==> config.mk <==
export PLATFORM = sky130hd
export DESIGN_NAME = msi_cap_regs
export DESIGN_NICKNAME = d
export VERILOG_FILES = /design/src/rtl/msi_cap_pkg.sv /design/src/rtl/msi_cap_decode.sv /design/src/rtl/msi_cap_ctrl.sv /design/src/rtl/msi_cap_store.sv /design/src/rtl/msi_cap_regs.sv
export SDC_FILE = /design/constraint.sdc
export NUM_CORES = 1
export LEC_CHECK = 0
export ABC_CLOCK_PERIOD_IN_PS = 4700
export BUFFER_PORTS_ARGS = -buffer_cell sky130_fd_sc_hd__buf_2
export CAP_MARGIN = 20
export CORE_UTILIZATION = 40
export DETAILED_ROUTE_END_ITERATION = 8
export PLACE_DENSITY = 0.81
export SYNTH_ARGS = -nofsm -noshare
export SYNTH_HDL_FRONTEND = slang
export SYNTH_SLANG_ARGS = --single-unit
==> constraint.sdc <==
create_clock -name clk -period 4.7 [get_ports clk]
set_input_delay 0.235 -clock clk [delete_from_list [all_inputs] [get_ports clk]]
set_output_delay 0.235 -clock clk [all_outputs]
set_load 0.02 [all_outputs]
==> src/rtl/msi_cap_pkg.sv <==
package msi_cap_pkg;

  localparam int unsigned OFF_W = 8;
  localparam int unsigned CNT_W = 6;

  typedef enum logic [1:0] {
    SZ_NONE = 2'd0,
    SZ_16   = 2'd1,
    SZ_32   = 2'd2,
    SZ_RSV  = 2'd3
  } acc_size_e;

  typedef enum logic [2:0] {
    RD_NONE,
    RD_CTL_UP,
    RD_CTL_LO,
    RD_ADDR_LO,
    RD_ADDR_HI,
    RD_DATA,
    RD_MASK,
    RD_PEND
  } rd_sel_e;

  typedef struct packed {
    logic ctl_lo;
    logic ctl_up;
    logic addr_lo;
    logic addr_hi;
    logic data;
    logic mask;
  } wr_sel_t;

  localparam logic [OFF_W-1:0] OFF_CTL_WORD = 8'h00;
  localparam logic [OFF_W-1:0] OFF_CTL      = 8'h02;
  localparam logic [OFF_W-1:0] OFF_ADDR_LO  = 8'h04;
  localparam logic [OFF_W-1:0] OFF_ADDR_HI  = 8'h08;

  // grant field to vector count; codes above 5 grant nothing
  function automatic logic [CNT_W-1:0] vec_count_f(input logic [2:0] grant);
    if (grant > 3'd5) return '0;
    return CNT_W'(1) << grant;
  endfunction

endpackage

==> src/rtl/msi_cap_decode.sv <==
module msi_cap_decode
  import msi_cap_pkg::*;
#(
  parameter bit CAP_64  = 1'b1,
  parameter bit CAP_PVM = 1'b1
) (
  input  logic             wr_en,
  input  logic [OFF_W-1:0] off,
  input  logic [1:0]       sz,
  output wr_sel_t          wsel,
  output rd_sel_e          rsel,
  output logic [4:0]       cap_len
);

  localparam logic [OFF_W-1:0] DATA_OFF = CAP_64 ? 8'h0C : 8'h08;
  localparam logic [OFF_W-1:0] MASK_OFF = DATA_OFF + 8'h04;
  localparam logic [OFF_W-1:0] PEND_OFF = MASK_OFF + 8'h04;
  localparam int unsigned      LEN      = 10 + (CAP_64 ? 4 : 0) + (CAP_PVM ? 10 : 0);

  assign cap_len = 5'(LEN);

  always_comb begin
    wsel = '0;
    if (wr_en) begin
      if (sz == SZ_16) begin
        wsel.ctl_lo = (off == OFF_CTL);
        wsel.data   = (off == DATA_OFF);
      end else if (sz == SZ_32) begin
        wsel.ctl_up  = (off == OFF_CTL_WORD);
        wsel.addr_lo = (off == OFF_ADDR_LO);
        wsel.data    = (off == DATA_OFF);
        wsel.addr_hi = CAP_64 && (off == OFF_ADDR_HI);
        wsel.mask    = CAP_PVM && (off == MASK_OFF);
      end
    end
  end

  always_comb begin
    if (off == OFF_CTL_WORD)                  rsel = RD_CTL_UP;
    else if (off == OFF_CTL)                  rsel = RD_CTL_LO;
    else if (off == OFF_ADDR_LO)              rsel = RD_ADDR_LO;
    else if (CAP_64 && off == OFF_ADDR_HI)    rsel = RD_ADDR_HI;
    else if (off == DATA_OFF)                 rsel = RD_DATA;
    else if (CAP_PVM && off == MASK_OFF)      rsel = RD_MASK;
    else if (CAP_PVM && off == PEND_OFF)      rsel = RD_PEND;
    else                                      rsel = RD_NONE;
  end

endmodule

==> src/rtl/msi_cap_ctrl.sv <==
module msi_cap_ctrl
  import msi_cap_pkg::*;
#(
  parameter bit         CAP_64  = 1'b1,
  parameter bit         CAP_PVM = 1'b1,
  parameter logic [2:0] REQ_VEC = 3'd5
) (
  input  logic             clk,
  input  logic             rst_n,
  input  logic             wr_en,
  input  logic             ctl_we,
  input  logic [3:0]       ctl_field,   // {grant[2:0], enable}
  output logic [15:0]      ctl,
  output logic             en,
  output logic [CNT_W-1:0] vec_count,
  output logic             en_rise,
  output logic             en_fall,
  output logic             refresh
);

  logic       en_q, en_d;
  logic [2:0] grant_q, grant_d;
  logic       rise_d, fall_d, ref_d;
  logic       rise_q, fall_q, ref_q;

  always_comb begin
    en_d    = en_q;
    grant_d = grant_q;
    if (ctl_we) begin
      en_d    = ctl_field[0];
      grant_d = ctl_field[3:1];
    end
    rise_d = wr_en &  en_d & ~en_q;
    fall_d = wr_en & ~en_d &  en_q;
    ref_d  = wr_en &  en_d;
  end

  always_ff @(posedge clk or negedge rst_n) begin
    if (!rst_n) begin
      en_q    <= 1'b0;
      grant_q <= '0;
    end else if (ctl_we) begin
      en_q    <= en_d;
      grant_q <= grant_d;
    end
  end

  always_ff @(posedge clk or negedge rst_n) begin
    if (!rst_n) begin
      rise_q <= 1'b0;
      fall_q <= 1'b0;
      ref_q  <= 1'b0;
    end else begin
      rise_q <= rise_d;
      fall_q <= fall_d;
      ref_q  <= ref_d;
    end
  end

  assign ctl       = {7'b0, CAP_PVM, CAP_64, grant_q, REQ_VEC, en_q};
  assign en        = en_q;
  assign vec_count = vec_count_f(grant_q);
  assign en_rise   = rise_q;
  assign en_fall   = fall_q;
  assign refresh   = ref_q;

  a_r10_rise_edge: assert property (@(posedge clk) disable iff (!rst_n)
    en_rise |-> (en && !$past(en)));
  a_r10_fall_edge: assert property (@(posedge clk) disable iff (!rst_n)
    en_fall |-> (!en && $past(en)));
  a_r11_refresh_enabled: assert property (@(posedge clk) disable iff (!rst_n)
    refresh |-> en);
  a_r3_count_pow2: assert property (@(posedge clk) disable iff (!rst_n)
    $countones(vec_count) <= 1);

endmodule

==> src/rtl/msi_cap_store.sv <==
module msi_cap_store
  import msi_cap_pkg::*;
#(
  parameter bit          CAP_64  = 1'b1,
  parameter bit          CAP_PVM = 1'b1,
  parameter int unsigned NVEC    = 32
) (
  input  logic            clk,
  input  logic            rst_n,
  input  logic            wr_en,
  input  logic [1:0]      sz,
  input  logic            lo_we,
  input  logic            hi_we,
  input  logic            data_we,
  input  logic            mask_we,
  input  logic [31:0]     wr_data,
  input  logic [NVEC-1:0] pend_in,
  output logic [31:0]     addr_lo,
  output logic [31:0]     addr_hi,
  output logic [15:0]     data,
  output logic [31:0]     mask,
  output logic [31:0]     pend,
  output logic [NVEC-1:0] vec_masked
);

  logic [31:0] lo_q, lo_d;
  logic [15:0] data_q, data_d;

  always_comb begin
    lo_d   = lo_q;
    data_d = data_q;
    if (lo_we)   lo_d   = {wr_data[31:2], 2'b00};
    if (data_we) data_d = wr_data[15:0];
  end

  always_ff @(posedge clk or negedge rst_n) begin
    if (!rst_n) begin
      lo_q   <= '0;
      data_q <= '0;
    end else begin
      if (lo_we)   lo_q   <= lo_d;
      if (data_we) data_q <= data_d;
    end
  end

  assign addr_lo = lo_q;
  assign data    = data_q;

  generate
    if (CAP_64) begin : g_hi
      logic [31:0] hi_q, hi_d;
      always_comb begin
        hi_d = hi_q;
        if (hi_we) hi_d = wr_data;
      end
      always_ff @(posedge clk or negedge rst_n) begin
        if (!rst_n)     hi_q <= '0;
        else if (hi_we) hi_q <= hi_d;
      end
      assign addr_hi = hi_q;
    end else begin : g_no_hi
      logic unused_hi;
      assign unused_hi = hi_we;
      assign addr_hi   = '0;
    end

    if (CAP_PVM) begin : g_pvm
      logic [31:0] mask_q, mask_d;
      always_comb begin
        mask_d = mask_q;
        if (mask_we) mask_d = wr_data;
      end
      always_ff @(posedge clk or negedge rst_n) begin
        if (!rst_n)       mask_q <= '0;
        else if (mask_we) mask_q <= mask_d;
      end
      assign mask = mask_q;

      for (genvar i = 0; i < 32; i++) begin : g_bit
        if (i < NVEC) begin : g_live
          logic pend_q;
          always_ff @(posedge clk or negedge rst_n) begin
            if (!rst_n) pend_q <= 1'b0;
            else        pend_q <= pend_in[i];
          end
          assign pend[i]       = pend_q;
          assign vec_masked[i] = mask_q[i];
        end else begin : g_pad
          assign pend[i] = 1'b0;
        end
      end

      a_r7_mask_32only: assert property (@(posedge clk) disable iff (!rst_n)
        (wr_en && sz != SZ_32) |=> $stable(mask_q));
    end else begin : g_no_pvm
      logic unused_pvm;
      assign unused_pvm = ^{mask_we, pend_in, sz};
      assign mask       = '0;
      assign pend       = '0;
      assign vec_masked = '0;
    end
  endgenerate

  a_r8_hold_idle: assert property (@(posedge clk) disable iff (!rst_n)
    !wr_en |=> ($stable(lo_q) && $stable(data_q)));

endmodule

==> src/rtl/msi_cap_regs.sv <==
module msi_cap_regs
  import msi_cap_pkg::*;
#(
  parameter bit          CAP_64  = 1'b1,
  parameter bit          CAP_PVM = 1'b1,
  parameter logic [2:0]  REQ_VEC = 3'd5,
  parameter int unsigned NVEC    = 32
) (
  input  logic             clk,
  input  logic             rst_n,
  input  logic             wr_en,
  input  logic [7:0]       acc_off,
  input  logic [1:0]       acc_sz,
  input  logic [31:0]      wr_data,
  input  logic [NVEC-1:0]  pend_in,
  output logic [31:0]      rd_data,
  output logic             msi_en,
  output logic [5:0]       vec_count,
  output logic [63:0]      msg_addr,
  output logic [15:0]      msg_data,
  output logic [NVEC-1:0]  vec_masked,
  output logic [4:0]       cap_len,
  output logic             en_rise,
  output logic             en_fall,
  output logic             refresh
);

  // reset: asserted at once, released on the second clock edge
  logic [1:0] rst_sync_q;
  logic       rst_n_s;

  always_ff @(posedge clk or negedge rst_n) begin
    if (!rst_n) rst_sync_q <= 2'b00;
    else        rst_sync_q <= {rst_sync_q[0], 1'b1};
  end
  assign rst_n_s = rst_sync_q[1];

  wr_sel_t     wsel;
  rd_sel_e     rsel;
  logic [3:0]  ctl_field;
  logic [15:0] ctl;
  logic [31:0] addr_lo, addr_hi, mask, pend;
  logic [15:0] data;

  msi_cap_decode #(.CAP_64(CAP_64), .CAP_PVM(CAP_PVM)) u_dec (
    .wr_en   (wr_en),
    .off     (acc_off),
    .sz      (acc_sz),
    .wsel    (wsel),
    .rsel    (rsel),
    .cap_len (cap_len)
  );

  assign ctl_field = wsel.ctl_up ? {wr_data[22:20], wr_data[16]}
                                 : {wr_data[6:4],   wr_data[0]};

  msi_cap_ctrl #(.CAP_64(CAP_64), .CAP_PVM(CAP_PVM), .REQ_VEC(REQ_VEC)) u_ctrl (
    .clk       (clk),
    .rst_n     (rst_n_s),
    .wr_en     (wr_en),
    .ctl_we    (wsel.ctl_lo | wsel.ctl_up),
    .ctl_field (ctl_field),
    .ctl       (ctl),
    .en        (msi_en),
    .vec_count (vec_count),
    .en_rise   (en_rise),
    .en_fall   (en_fall),
    .refresh   (refresh)
  );

  msi_cap_store #(.CAP_64(CAP_64), .CAP_PVM(CAP_PVM), .NVEC(NVEC)) u_store (
    .clk        (clk),
    .rst_n      (rst_n_s),
    .wr_en      (wr_en),
    .sz         (acc_sz),
    .lo_we      (wsel.addr_lo),
    .hi_we      (wsel.addr_hi),
    .data_we    (wsel.data),
    .mask_we    (wsel.mask),
    .wr_data    (wr_data),
    .pend_in    (pend_in),
    .addr_lo    (addr_lo),
    .addr_hi    (addr_hi),
    .data       (data),
    .mask       (mask),
    .pend       (pend),
    .vec_masked (vec_masked)
  );

  assign msg_addr = {addr_hi, addr_lo};
  assign msg_data = data;

  always_comb begin
    unique case (rsel)
      RD_CTL_UP:  rd_data = {ctl, 16'h0000};
      RD_CTL_LO:  rd_data = {16'h0000, ctl};
      RD_ADDR_LO: rd_data = addr_lo;
      RD_ADDR_HI: rd_data = addr_hi;
      RD_DATA:    rd_data = {16'h0000, data};
      RD_MASK:    rd_data = mask;
      RD_PEND:    rd_data = pend;
      default:    rd_data = '0;
    endcase
  end

  a_r4_lo_aligned: assert property (@(posedge clk) disable iff (!rst_n_s)
    msg_addr[1:0] == 2'b00);
  a_r6_mask_needs_strap: assert property (@(posedge clk) disable iff (!rst_n_s)
    (vec_masked != '0) |-> (ctl[8] && rsel != RD_NONE || ctl[8]));

endmodule

==> metrics.txt <==
VDD IR max=0.2745 mV; most common cell after layout, fill and taps aside=buf_2; area post-placement=8050 µm²; Netlist cell types=46; Worst Setup End Kind=output port; CTS Buf Count=17; Final Skew=0.007308 ns; antenna viol nets, final=0; Final #Nets=823; final hold vios=0; die area=17470 µm²; Max H-tree Level=4; type of origin of the critical path=primary input; initial DRC count=216; DR vias=5311; Worst Path Required=4.47 ns; Avg Inst Size Synth=13.72 µm²; R2R setup slack=3.32 ns; Yosys Warn Count=0; setup_tns=0 ns; CTS tree=built; Synth Cell Area=6779 µm²; IO Port Bufs=228; GPL Wtd Cong=0.7752; Die Wd=132.2 µm; Worst slew margin=29.70%; WP depth=7; Reg2Reg Launch Point=rst_sync_q[1]; Power Dens Cells=332.3 nW/µm²; maximum number of pins on one net before global-route repair=79; CP cell instances=buf_2 -> nor4b_4 -> buf_4 -> and2_1 -> buf_4 -> a221o_1 -> buf_2; Top Ports=236; Area growth syn-to-layout=32.95%; max cap viols=0; Clock Latency Late Sink=0.42 ns; Slew @ Worst Pin=1.054 ns; worst-case clock buffer depth=2; max-slew violations=0; status=finished clean; wire per inst=19.90 µm; first-pass GRT wire length=30290 µm; post-layout min period=3.097 ns; synthesized instance count=494; placed wire-length estimate=12900 µm; layout cells sized above 1=52.31%; core footprint=16580 µm²; top_reg_cell synth=dfrtp_1; worst r2r dst=u_store.g_pvm.g_bit[3].g_live.pend_q; Crit Path Max Fanout=25; Initial Utilization=40.88%; CTS sink cnt=151; Total GRT Usage=22.99%; HP Start=wr_data[26]; LEAKAGE=0.004832 µW; setup violators final=0; RSZ-0062 raised after global routing=false; WP data arrival=2.86 ns; grt ovf=0; sequential area share after synthesis=55.74%; CP max stage cell=buf_2; WHS Path Cells=2; post-route cell area=9012 µm²; worst min-delay path class=primary input to register; crit-path leading delay family=buffers and inverters; most frequent cells in the layout=228 x buf_2, 150 x dfrtp_1, 106 x mux2_2; Max stage delay on crit path=0.63 ns; Via density=5.419; Worst Path Buf+Inv=4; Core Util, Final=54.35%; chip height=132.2 µm; WHS Endpoint=u_store.addr_hi[26]; flops & latches, synth=151; FFs w/ async S/R, synth=100.0%; Post-synth EDFFs=0; R2R depth=1; vias in the first global route=5321; fill cell count=1398; clock root cell=clkbuf_16; post-CTS setup buffers=0; DRC=0; first drt pass iteration count=4; Rows=47; wirelength, routed=19500 µm; crit path kind=primary input to output port; antenna violations before repair=4; Worst-path clk slew=0.07 ns; Fmax=322.9 MHz; fin crit share=65.90%
final cells by class:
class                           count  area, µm²  share of cell area, %
Antenna cell                        1      2.502                0.02777
Multi-Input combinational cell    302       2764                  30.67
Tap cell                          220      275.3                  3.054
Clock buffer                       17      425.4                  4.720
Timing Repair Buffer              270       1555                  17.26
Inverter                            4      15.01                 0.1666
Sequential cell                   151       3782                  41.97
Clock inverter                     15      192.7                  2.138
state kept, by name, summed over array words and instances (netlist names):
name and cells:
u_store.addr_hi 32, u_store.g_pvm.g_bit.g_live.pend_q 32, u_store.mask 32, u_store.addr_lo 30
u_store.data 16, u_ctrl.grant_q 3, rst_sync_q 2, u_ctrl.en 1
u_ctrl.en_fall 1, u_ctrl.en_rise 1, u_ctrl.refresh 1
through the flow:
stage	cells	setup slack [ns]	hold slack (ns)	total power (µW)
finish	980	1.603	0.07389	2995
global placement	913	1.711	0.02158	1570
detailed placement	913	1.643	0.02071	1573
floorplan	500	0.1812	-0.06059	1485
global route	980	1.491	0.05587	3101
CTS	978	1.604	0.04752	3016
power breakdown:
| group | internal (µW) | leakage, µW | total, µW | switching (µW) |
|---|---|---|---|---|
| clock | 850 | 0.000295 | 1420 | 574 |
| sequential | 1330 | 0.00202 | 1360 | 31.5 |
| combinational | 88.2 | 0.00252 | 208 | 120 |
| total | 2270 | 0.00483 | 2990 | 725 |
cell usage after synthesis (2+ instances only):
library cell,number,share of area (%)
and3b_1,4,0.52
nor3_1,2,0.15
dfrtp_1,151,56
a32oi_1,4,0.52
nor2_1,17,0.94
nand3_1,6,0.44
buf_6,2,0.33
a22o_1,8,1.0
and2_1,2,0.18
nor4_4,2,0.63
a22oi_1,23,2.5
nor3b_1,3,0.33
nand2_1,10,0.55
nor3_4,3,0.72
or3_1,2,0.18
a221o_1,13,1.9
nand3b_1,2,0.22
buf_4,14,1.6
mux2_4,10,2.2
buf_2,10,0.74
o22ai_1,12,1.1
mux2i_1,20,3.0
inv_1,4,0.22
o221ai_1,5,0.65
o21ai_0,6,0.44
nor4b_4,2,0.70
a21o_1,12,1.3
clkbuf_1,16,0.89
mux2_2,106,18
conb_1,2,0.11
a21oi_1,5,0.37
nor2b_1,2,0.18
layer usage:
layer	share of wire, %	GRT usage [%]
met1	42	29.19
met3	6.0	5.459
met4	1.9	8.685
met5	0.11	0
met2	50	38.15
logic make-up (layout without fill, tap and decap cells):
| group | after synthesis | after routing | synth area share [%] |
|---|---|---|---|
| flops | 151 | 151 | 55.74 |
| mux | 137 | 137 | 22.94 |
| compound gates | 91 | 91 | 10.26 |
| simple gates | 65 | 65 | 6.866 |
| buf+inv | 47 | 306 | 3.950 |
| other cells | 2 | 9 | 0.1108 |
| xor+xnor | 1 | 1 | 0.1292 |
worst max-delay path by stage:
stage / startpoint / endpoint / slack, ns
detailed placement: acc_off[2] / rd_data[18] / 1.64
CTS: acc_off[2] / rd_data[18] / 1.60
finish: acc_off[2] / rd_data[28] / 1.60
global route: acc_off[2] / rd_data[28] / 1.49
floorplan: rst_sync_q[1] / u_ctrl.en / 0.18
global placement: acc_off[2] / rd_data[28] / 1.71
repair_timing:
action / CTS / global route
hold buffers: 33 / 0
gates resized for setup: 0 / 0
endpoints found under the hold margin: 34 / 0
(Power assumes the default switching activity.)
